$ cat src/rtl/ptw_pkg.sv
package ptw_pkg;
   localparam int OFS_W   = 12;
   localparam int PPN_LSB = 10;

   localparam int B_V = 0;
   localparam int B_R = 1;
   localparam int B_W = 2;
   localparam int B_X = 3;
   localparam int B_U = 4;
   localparam int B_A = 6;
   localparam int B_D = 7;

   localparam int OUT_OK = 0;
   localparam int OUT_PF = 1;
   localparam int OUT_AF = 2;

   typedef enum logic [1:0] {
      ACC_LOAD  = 2'd0,
      ACC_STORE = 2'd1,
      ACC_FETCH = 2'd2,
      ACC_LOAD2 = 2'd3
   } acc_e;

   typedef enum logic [2:0] {
      ST_IDLE    = 3'd0,
      ST_RD_REQ  = 3'd1,
      ST_RD_WAIT = 3'd2,
      ST_WB_REQ  = 3'd3,
      ST_WB_WAIT = 3'd4,
      ST_DONE    = 3'd5
   } walk_st_e;
endpackage

$ cat src/rtl/ptw_pte_check.sv
module ptw_pte_check
   import ptw_pkg::*;
#(
   parameter int PTE_W = 32
) (
   input  logic [PTE_W-1:0] pte,
   input  logic [1:0]       kind,
   input  logic             user,
   output logic             invalid,
   output logic             leaf,
   output logic             perm_fault,
   output logic             need_upd,
   output logic [PTE_W-1:0] upd_pte
);
   logic is_store;
   logic is_fetch;
   logic rights;

   always_comb begin
      is_store = (kind == ACC_STORE);
      is_fetch = (kind == ACC_FETCH);
      invalid  = !pte[B_V] || (pte[B_W] && !pte[B_R]);
      leaf     = pte[B_R] || pte[B_X];
      if (is_store)      rights = pte[B_W];
      else if (is_fetch) rights = pte[B_X];
      else               rights = pte[B_R];
      perm_fault = !rights || (pte[B_U] != user);
      need_upd   = !pte[B_A] || (is_store && !pte[B_D]);
      upd_pte         = pte;
      upd_pte[B_A]    = 1'b1;
      if (is_store) upd_pte[B_D] = 1'b1;
   end
endmodule

$ cat src/rtl/ptw_addr_gen.sv
module ptw_addr_gen
   import ptw_pkg::*;
#(
   parameter int LEVELS    = 2,
   parameter int VPN_W     = 10,
   parameter int PPN_W     = 22,
   parameter int PTE_BYTES = 4,
   localparam int VA_W  = OFS_W + LEVELS * VPN_W,
   localparam int PA_W  = OFS_W + PPN_W,
   localparam int LVL_W = $clog2(LEVELS),
   localparam int SH    = $clog2(PTE_BYTES),
   localparam int TOP_LSB = (LEVELS - 1) * VPN_W
) (
   input  logic [VA_W-1:0]  va,
   input  logic [PPN_W-1:0] base_ppn,
   input  logic [LVL_W-1:0] lvl,
   input  logic [PPN_W-1:0] leaf_ppn,
   output logic [PA_W-1:0]  pte_addr,
   output logic [PA_W-1:0]  leaf_pa
);
   logic [VPN_W-1:0] vpn [LEVELS];
   logic [VPN_W-1:0] vpn_sel;
   logic [PPN_W-1:0] pa_ppn;

   for (genvar g = 0; g < LEVELS; g++) begin : g_vpn
      assign vpn[g] = va[OFS_W + g*VPN_W +: VPN_W];
   end

   always_comb begin
      vpn_sel = '0;
      for (int k = 0; k < LEVELS; k++) begin
         if (LVL_W'(k) == lvl) vpn_sel = vpn[k];
      end
   end

   assign pte_addr = {base_ppn, {OFS_W{1'b0}}} + (PA_W'(vpn_sel) << SH);

   // superpage: index fields below the leaf level take the place of page-number fields
   for (genvar j = 0; j < LEVELS - 1; j++) begin : g_pa
      assign pa_ppn[j*VPN_W +: VPN_W] =
         (lvl > LVL_W'(j)) ? vpn[j] : leaf_ppn[j*VPN_W +: VPN_W];
   end
   assign pa_ppn[PPN_W-1:TOP_LSB] = leaf_ppn[PPN_W-1:TOP_LSB];

   assign leaf_pa = {pa_ppn, va[OFS_W-1:0]};
endmodule

$ cat src/rtl/pt_walker.sv
module pt_walker
   import ptw_pkg::*;
#(
   parameter int SCHEME = 0,
   localparam int LEVELS    = (SCHEME == 0) ? 2 : 3,
   localparam int VPN_W     = (SCHEME == 0) ? 10 : 9,
   localparam int PTE_BYTES = (SCHEME == 0) ? 4 : 8,
   localparam int PPN_W     = (SCHEME == 0) ? 22 : 44,
   localparam int PTE_W     = PTE_BYTES * 8,
   localparam int VA_W      = OFS_W + LEVELS * VPN_W,
   localparam int PA_W      = OFS_W + PPN_W,
   localparam int LVL_W     = $clog2(LEVELS)
) (
   input  logic             clk,
   input  logic             rst_n,
   input  logic             req_valid,
   output logic             req_ready,
   input  logic [VA_W-1:0]  req_va,
   input  logic [1:0]       req_kind,
   input  logic             req_user,
   input  logic [PPN_W-1:0] root_ppn,
   output logic             rsp_valid,
   input  logic             rsp_ready,
   output logic [PA_W-1:0]  rsp_pa,
   output logic [2:0]       rsp_outcome,
   output logic             mem_req,
   input  logic             mem_gnt,
   output logic             mem_we,
   output logic [PA_W-1:0]  mem_addr,
   output logic [PTE_W-1:0] mem_wdata,
   output logic             mem_lock,
   input  logic             mem_rvalid,
   input  logic [PTE_W-1:0] mem_rdata,
   input  logic             mem_err
);
   if (!(SCHEME == 0 || SCHEME == 1)) begin : g_bad_scheme
      $error("pt_walker: SCHEME must be 0 or 1");
   end
   if (PPN_W <= (LEVELS - 1) * VPN_W) begin : g_bad_ppn
      $error("pt_walker: page number narrower than the index fields");
   end

   walk_st_e         st;
   logic [VA_W-1:0]  va_q;
   logic [1:0]       kind_q;
   logic             user_q;
   logic [PPN_W-1:0] base_q;
   logic [LVL_W-1:0] lvl_q;
   logic [PTE_W-1:0] wb_q;
   logic [PA_W-1:0]  pa_q;
   logic [2:0]       out_q;

   logic             e_invalid, e_leaf, e_perm, e_upd;
   logic [PTE_W-1:0] e_upd_pte;
   logic [PA_W-1:0]  pte_addr, leaf_pa;

   ptw_pte_check #(.PTE_W(PTE_W)) u_check (
      .pte        (mem_rdata),
      .kind       (kind_q),
      .user       (user_q),
      .invalid    (e_invalid),
      .leaf       (e_leaf),
      .perm_fault (e_perm),
      .need_upd   (e_upd),
      .upd_pte    (e_upd_pte)
   );

   ptw_addr_gen #(
      .LEVELS    (LEVELS),
      .VPN_W     (VPN_W),
      .PPN_W     (PPN_W),
      .PTE_BYTES (PTE_BYTES)
   ) u_addr (
      .va       (va_q),
      .base_ppn (base_q),
      .lvl      (lvl_q),
      .leaf_ppn (mem_rdata[PPN_LSB +: PPN_W]),
      .pte_addr (pte_addr),
      .leaf_pa  (leaf_pa)
   );

   always_ff @(posedge clk or negedge rst_n) begin
      if (!rst_n) begin
         st     <= ST_IDLE;
         va_q   <= '0;
         kind_q <= '0;
         user_q <= 1'b0;
         base_q <= '0;
         lvl_q  <= '0;
         wb_q   <= '0;
         pa_q   <= '0;
         out_q  <= 3'b001;
      end else begin
         unique case (st)
            ST_IDLE: if (req_valid) begin
               va_q   <= req_va;
               kind_q <= req_kind;
               user_q <= req_user;
               base_q <= root_ppn;
               lvl_q  <= LVL_W'(LEVELS - 1);
               pa_q   <= '0;
               st     <= ST_RD_REQ;
            end
            ST_RD_REQ: if (mem_gnt) st <= ST_RD_WAIT;
            ST_RD_WAIT: if (mem_rvalid) begin
               if (mem_err) begin
                  out_q <= 3'b100;
                  st    <= ST_DONE;
               end else if (e_invalid) begin
                  out_q <= 3'b010;
                  st    <= ST_DONE;
               end else if (e_leaf) begin
                  pa_q <= leaf_pa;
                  if (e_perm) begin
                     out_q <= 3'b010;
                     st    <= ST_DONE;
                  end else if (e_upd) begin
                     wb_q <= e_upd_pte;
                     st   <= ST_WB_REQ;
                  end else begin
                     out_q <= 3'b001;
                     st    <= ST_DONE;
                  end
               end else if (lvl_q == '0) begin
                  out_q <= 3'b010;
                  st    <= ST_DONE;
               end else begin
                  base_q <= mem_rdata[PPN_LSB +: PPN_W];
                  lvl_q  <= lvl_q - 1'b1;
                  st     <= ST_RD_REQ;
               end
            end
            ST_WB_REQ: if (mem_gnt) st <= ST_WB_WAIT;
            ST_WB_WAIT: if (mem_rvalid) begin
               out_q <= mem_err ? 3'b100 : 3'b001;
               st    <= ST_DONE;
            end
            ST_DONE: if (rsp_ready) st <= ST_IDLE;
            default: st <= ST_IDLE;
         endcase
      end
   end

   assign req_ready   = (st == ST_IDLE);
   assign rsp_valid   = (st == ST_DONE);
   assign rsp_outcome = out_q;
   assign rsp_pa      = out_q[OUT_OK] ? pa_q : '0;
   assign mem_req     = (st == ST_RD_REQ) || (st == ST_WB_REQ);
   assign mem_we      = (st == ST_WB_REQ);
   assign mem_addr    = pte_addr;
   assign mem_wdata   = wb_q;
   assign mem_lock    = (st == ST_RD_REQ) || (st == ST_RD_WAIT) ||
                        (st == ST_WB_REQ) || (st == ST_WB_WAIT);
endmodule

$ cat config.mk
export PLATFORM = sky130hd
export DESIGN_NAME = pt_walker
export DESIGN_NICKNAME = d
export VERILOG_FILES = /design/src/rtl/ptw_pkg.sv /design/src/rtl/ptw_pte_check.sv /design/src/rtl/ptw_addr_gen.sv /design/src/rtl/pt_walker.sv
export SDC_FILE = /design/constraint.sdc
export NUM_CORES = 1
export LEC_CHECK = 0
export ABC_AREA = 1
export BUFFER_PORTS_ARGS = -buffer_cell sky130_fd_sc_hd__buf_2
export CAP_MARGIN = 20
export CORE_MARGIN = 4
export CORE_UTILIZATION = 46
export DETAILED_ROUTE_END_ITERATION = 7
export PLACE_DENSITY = 0.77
export REMOVE_ABC_BUFFERS = 1
export SYNTH_ARGS = -nofsm -noshare
export SYNTH_HDL_FRONTEND = slang
export SYNTH_SLANG_ARGS = --single-unit
export TNS_END_PERCENT = 10
$ cat constraint.sdc
create_clock -name clk -period 1.45 [get_ports clk]
set_input_delay 0.0725 -clock clk [delete_from_list [all_inputs] [get_ports clk]]
set_output_delay 0.0725 -clock clk [all_outputs]
set_load 0.01 [all_outputs]
Word level (Yosys, flattened, before mapping)
Index checks and enable logic that the tools add are counted.

Mux-type cells: 49. Bitwise operators: 3. Order comparisons: 1. $add $sub $neg: 2. Equal/unequal tests: 21. Reduce and logical (&&, ||, !) cells: 25.

Operators by type and width (number): 34-bit two-way mux (6); 22-bit two-way mux (6); 34-bit one-hot mux with 2 select lines (1); 3-bit two-way mux (21); 22-bit one-hot mux with 2 select lines (1); 34-bit by 12-bit adder with 34-bit output (1); 10-bit two-way mux (2); 2-bit != test (second input constant) (10); 3-bit one-hot mux with 6 select lines (1); 6-bit AND reduction (3); 7-bit AND reduction (2); 1-bit two-way mux (9); 1-bit logical OR (8); 3-bit by 2-bit equality test with 1-bit output (second input constant) (2); 3-bit equality test (second input constant) (2); 6-bit != test (second input constant) (1); 3-bit one-hot mux with 2 select lines (1); 1-bit zero test (5); 5-bit != test (second input constant) (1); 5-bit AND reduction (1); 2-bit nonzero test (2); 3-bit by 1-bit equality test with 1-bit output (second input constant) (1); 3-bit zero test (1); 1-bit NOT (3); other kinds (9) (10).

Word-level logic and storage cells: 110. Flip-flop bits (word level): 130. Input bits: 96.

Logic depth before layout (Yosys ltp)
Depth in word-level cells: 11. Mapped depth: 11. Mapped depth without buffers: 11.

Cells and area by module
Synthesis repeated with hierarchy kept, for this count alone.

Cells, all modules: 875. Area, all modules: 6907.9 um^2.

Modules (own cells, without submodules): pt_walker (area an instance 5940.7 um^2, instances 1, cells an instance 707); ptw_addr_gen (area an instance 630.6 um^2, instances 1, cells an instance 114); ptw_pte_check (area an instance 336.6 um^2, instances 1, cells an instance 54).

Worst setup path after synthesis
OpenSTA, ideal clock, no wires.

Path kind: reg2reg. From: register st[1]. To: register pa_q[12]. Slack: -0.098 ns. Clock period less this slack: 1.548 ns. Setup time: 0.130 ns. Arrival time: 1.418 ns. Cell stages (with the launch flop): 11. Cells stage by stage: dfrtp_1 nor2_1 nand2_1 inv_2 nand2_2 o21ai_2 nand3_2 buf_6 buf_6 nand2_1 o21ai_0.

Cells in the longest elaborated chain, start to end: 3. Elaborated cells on any way between the ends: 10.

Ends and longest elaborated chain: from (decl) (line pt_walker.sv:43) `walk_st_e st;`; from (signal assigned) (line pt_walker.sv:84) `st <= ST_IDLE;`; from (signal assigned) (line pt_walker.sv:102) `st <= ST_RD_REQ;`; from (signal assigned) (line pt_walker.sv:104) `ST_RD_REQ: if (mem_gnt) st <= ST_RD_WAIT;`; 3-bit zero test (*); via req_ready (line pt_walker.sv:17) `output logic req_ready,`; 2-bit != test (no source line) or 2-bit nonzero test (tied branches); 6-bit AND reduction (no source line); to (signal assigned) (line pt_walker.sv:113) `pa_q <= leaf_pa;`; to (decl) (line pt_walker.sv:50) `logic [PA_W-1:0] pa_q;`.

Mark *: on every way through the listed nets, which the timed path passes. The rest lies on a longest branch. A chain may end at the register's enable or synchronous reset.

Final worst setup path
From: register user_q. To: register wb_q[2], in the netlist mem_wdata[2].

Cells in the longest elaborated chain, start to end: 4.

Ends and longest elaborated chain: from (decl) (line pt_walker.sv:46) `logic user_q;`; from (signal assigned) (line pt_walker.sv:98) `user_q <= req_user;`; 1-bit != test (line ptw_pte_check.sv:27) `perm_fault = !rights || (pte[B_U] != user);`; 1-bit logical OR (line ptw_pte_check.sv:27); 1-bit NOT (no source line); 7-bit AND reduction (no source line); to (signal assigned) (line pt_walker.sv:118) `wb_q <= e_upd_pte;`; to (decl) (line pt_walker.sv:49) `logic [PTE_W-1:0] wb_q;`.

Every way passes these cells.

==> metrics.cfg <==
[run_status]
status = finished, violations left
violations = negative setup slack

[floorplan]
core_area_um2 = 12700
row_count = 41
die_h_um = 122
fp.dieW_um = 122
die_area_um2 = 15000
ios = 204
start_util_pct = 47.4

[global_route]
track_usage_pct = 27.1
grt_max_degree = 44
grt_pass1_wl_um = 31200
use_met1_pct = 29.8
busiest_layer = met2
use_met2_pct = 47.2
met3_usage_pct = 8.94
grt_overflow = 0
antenna_found_initial = 0
grt_pass1_vias = 6403

[setup_path]
cp.arrival_ps = 1950
r2r_end = mem_wdata[2]$_DFFE_PN0P_
timing.rr.start = user_q$_DFFE_PN0P_
critPathMaxStageDelay_ps = 410
endpoint = mem_wdata[2]$_DFFE_PN0P_
crit_cells = 6
worstSetupPathType = reg2reg
path_max_fanout = 3
crit_chain = xnor2_1 > nand3_4 > buf_6 > buf_4 > nor3_1 > nor2_1
rrSetupSlack_ps = -210
start_kind = flip-flop
crit_path_start = user_q$_DFFE_PN0P_
critical_path.slowest_cell = xnor2_1
cpLargestDelayFamily = simple AND/OR/NAND/NOR gates
cp-end-kind = flip-flop
reg2regPathDepth = 6
crit_buf_inv = 2
cp.required_ps = 1740

[cts]
cts_buffers = 17
cts_root_buf = clkbuf_16
cts_buffer_depth = 2
clkTransAtPathRegs_ps = 50
htreeDepth = 4
clock_latency_ps = 420
cts_tree = built
tritoncts_num_sinks = 130

[sta]
period_share_pct = 114
drv_slew = 0
tns_ps = -14110
setup_viol_count_final = 162
skew_ps = 7.94
rsz0062_at_grt = true
finalWorstSetupSlack_ps = -207
clock.fmax_mhz = 604
report.final.hold_viol_count = 0
period_needed_ps = 1660

[yosys]
yosys.area.top_type = dfrtp_1
synth_area_leaders = dfrtp_1, nand2_1, mux2_2, nor2_1, inv_1
yosys-top-cells-count = nand2_1, dfrtp_1, nor2_1
synthDistinctLibCells = 32
yosysMostFrequentCell = nand2_1
syn_inst = 683
synth.ff_latch_count = 130
synthArstFlopShare_pct = 100
ys.flop_type = dfrtp_1
yosysWarnings = 0
synth_enable_flop_cells = 0
synth_seq_area_share_pct = 54.0
synth.avg_cell_area_um2 = 8.82
synth_top_area_share_pct = 53.6
synth_area_um2 = 6030

[detailed_routing]
wl_per_cell_um = 17.3
drc = 0
first_pass_iters = 5
first_iter_violations = 430
routed_wl_um = 20900
num_vias = 6209
viasPerCell = 5.13
final_antenna_net_count = 0

[cells_and_area]
drive_gt1_share_pct = 40.4
antenna_cells = 0
design_area_um2 = 9730
syn2layout_area_growth_pct = 61.4
nets = 1123

[place]
gp_congestion = 0.818
io_buffers = 201
dpl.hpwl_um = 11500
placed_area_um2 = 7480

[worst_hold_path]
hp-class = in2reg

[pwr]
finalPower_mw = 18.4
power.density_nw_per_um2 = 1890
irDropWorstVdd_mv = 1.15
p_leak_nw = 5.13

[run]
drv_cap = 0

-- sequential cells by signal (all words and copies together), names as in the netlist --
| name | flops |
|---|---|
| rsp_outcome | 3 |
| lvl_q | 1 |
| user_q | 1 |
| kind_q | 2 |
| base_q | 22 |
| va_q | 32 |
| pa_q | 34 |
| mem_wdata | 32 |
| st | 3 |
-- worst register-to-register path, cell delays in order, from the launching register on --
cell	delay, ps
dfrtp_1	400
xnor2_1	410
nand3_4	150
buf_6	150
buf_4	120
nor3_1	210
nor2_1	90
-- cell families after synthesis --
group | share of synthesized area (%)
other | 0.0622
DFF | 54.0
buffers and inverters | 8.18
and+or+nand+nor | 21.9
xor gates and xnor gates | 0.145
AOI/OAI and AO/OA | 9.53
muxes | 6.17
-- repair_timing --
item                                    4_1_cts  5_1_grt
gates resized for setup                      93       53
pin swaps                                    15       10
setup buffers                                18        3
hold endpoints to repair                    226        0
cloned                                        4        4
endpoints found under the setup margin      172      176
hold buffers                                 83        0
-- report_power, final --
part           internal (mW)  switching (mW)  total (mW)  leakage [nW]
logic                   3.96            4.24        8.19          3.19
registers               5.10           0.966        6.06          1.66
clock network           2.63            1.49        4.12         0.280
total                   11.7            6.69        18.4          5.13
-- how the worst min path moves through the flow --
stage	startpoint	end	slack, ps	cells after the start
2_1_floorplan	rst_n	base_q[0]$_DFFE_PN0P_	-220	0
3_3_place_gp	rst_n	base_q[10]$_DFFE_PN0P_	10	1
3_5_place_dp	rst_n	base_q[10]$_DFFE_PN0P_	20	1
4_1_cts	root_ppn[21]	base_q[21]$_DFFE_PN0P_	1	4
5_1_grt	root_ppn[21]	base_q[21]$_DFFE_PN0P_	3	4
6_report	root_ppn[20]	base_q[20]$_DFFE_PN0P_	10	4
-- layout make-up --
class,count,area (um2)
Timing Repair Buffer,360,2920
Tap cell,172,215
Fill cell,828,3000
Clock inverter,6,80.1
Sequential cell,130,3250
Inverter,67,272
Multi-Input combinational cell,451,2500
Clock buffer,24,482
-- through the flow --
stage | utilization, % | cells | hold WS (ps) | worst slack (ps)
floorplan | - | 648 | -223 | -930
global route | 76.4 | 1210 | 3.49 | -262
detailed placement | 58.8 | 1069 | 16.7 | -180
finish | 76.4 | 1210 | 14.1 | -207
global placement | 58.8 | 1069 | 15.0 | -192
CTS | 73.9 | 1203 | 1.32 | -135
-- placed cells by master, fill, tap and decap left out, types with 2 or more instances in the layout --
cell and instances:
a21oi_1 17, nand3_2 10, o21ai_0 27, inv_2 12
buf_16 3, inv_1 52, nand3_1 12, mux2_2 33
nor3_2 2, o21a_1 12, or2_4 2, bufinv_16 2
nor3_1 16, nand2_2 13, buf_12 15, buf_4 31
nand2_4 5, buf_2 182, nand4_1 2, dfrtp_1 129
clkbuf_8 3, dlygate4sd3_1 83, o211ai_1 10, buf_6 42
clkbuf_16 20, conb_1 2, a21oi_2 11, o21ai_2 5
inv_8 2, clkbuf_1 4, nor2_1 55, nand2_1 188
nand3_4 2, clkinv_2 4, nor2_4 7, o21ai_1 8
nor2_2 8
-- layer usage --
| metal | part of all wire, % | routed length [um] |
|---|---|---|
| met1 | 37 | 7760 |
| met2 | 51 | 10600 |
| met3 | 8.0 | 1680 |
| met4 | 4.4 | 911 |
| met5 | 0 | 0 |
Note: power is estimated with default switching activity, not from simulation.
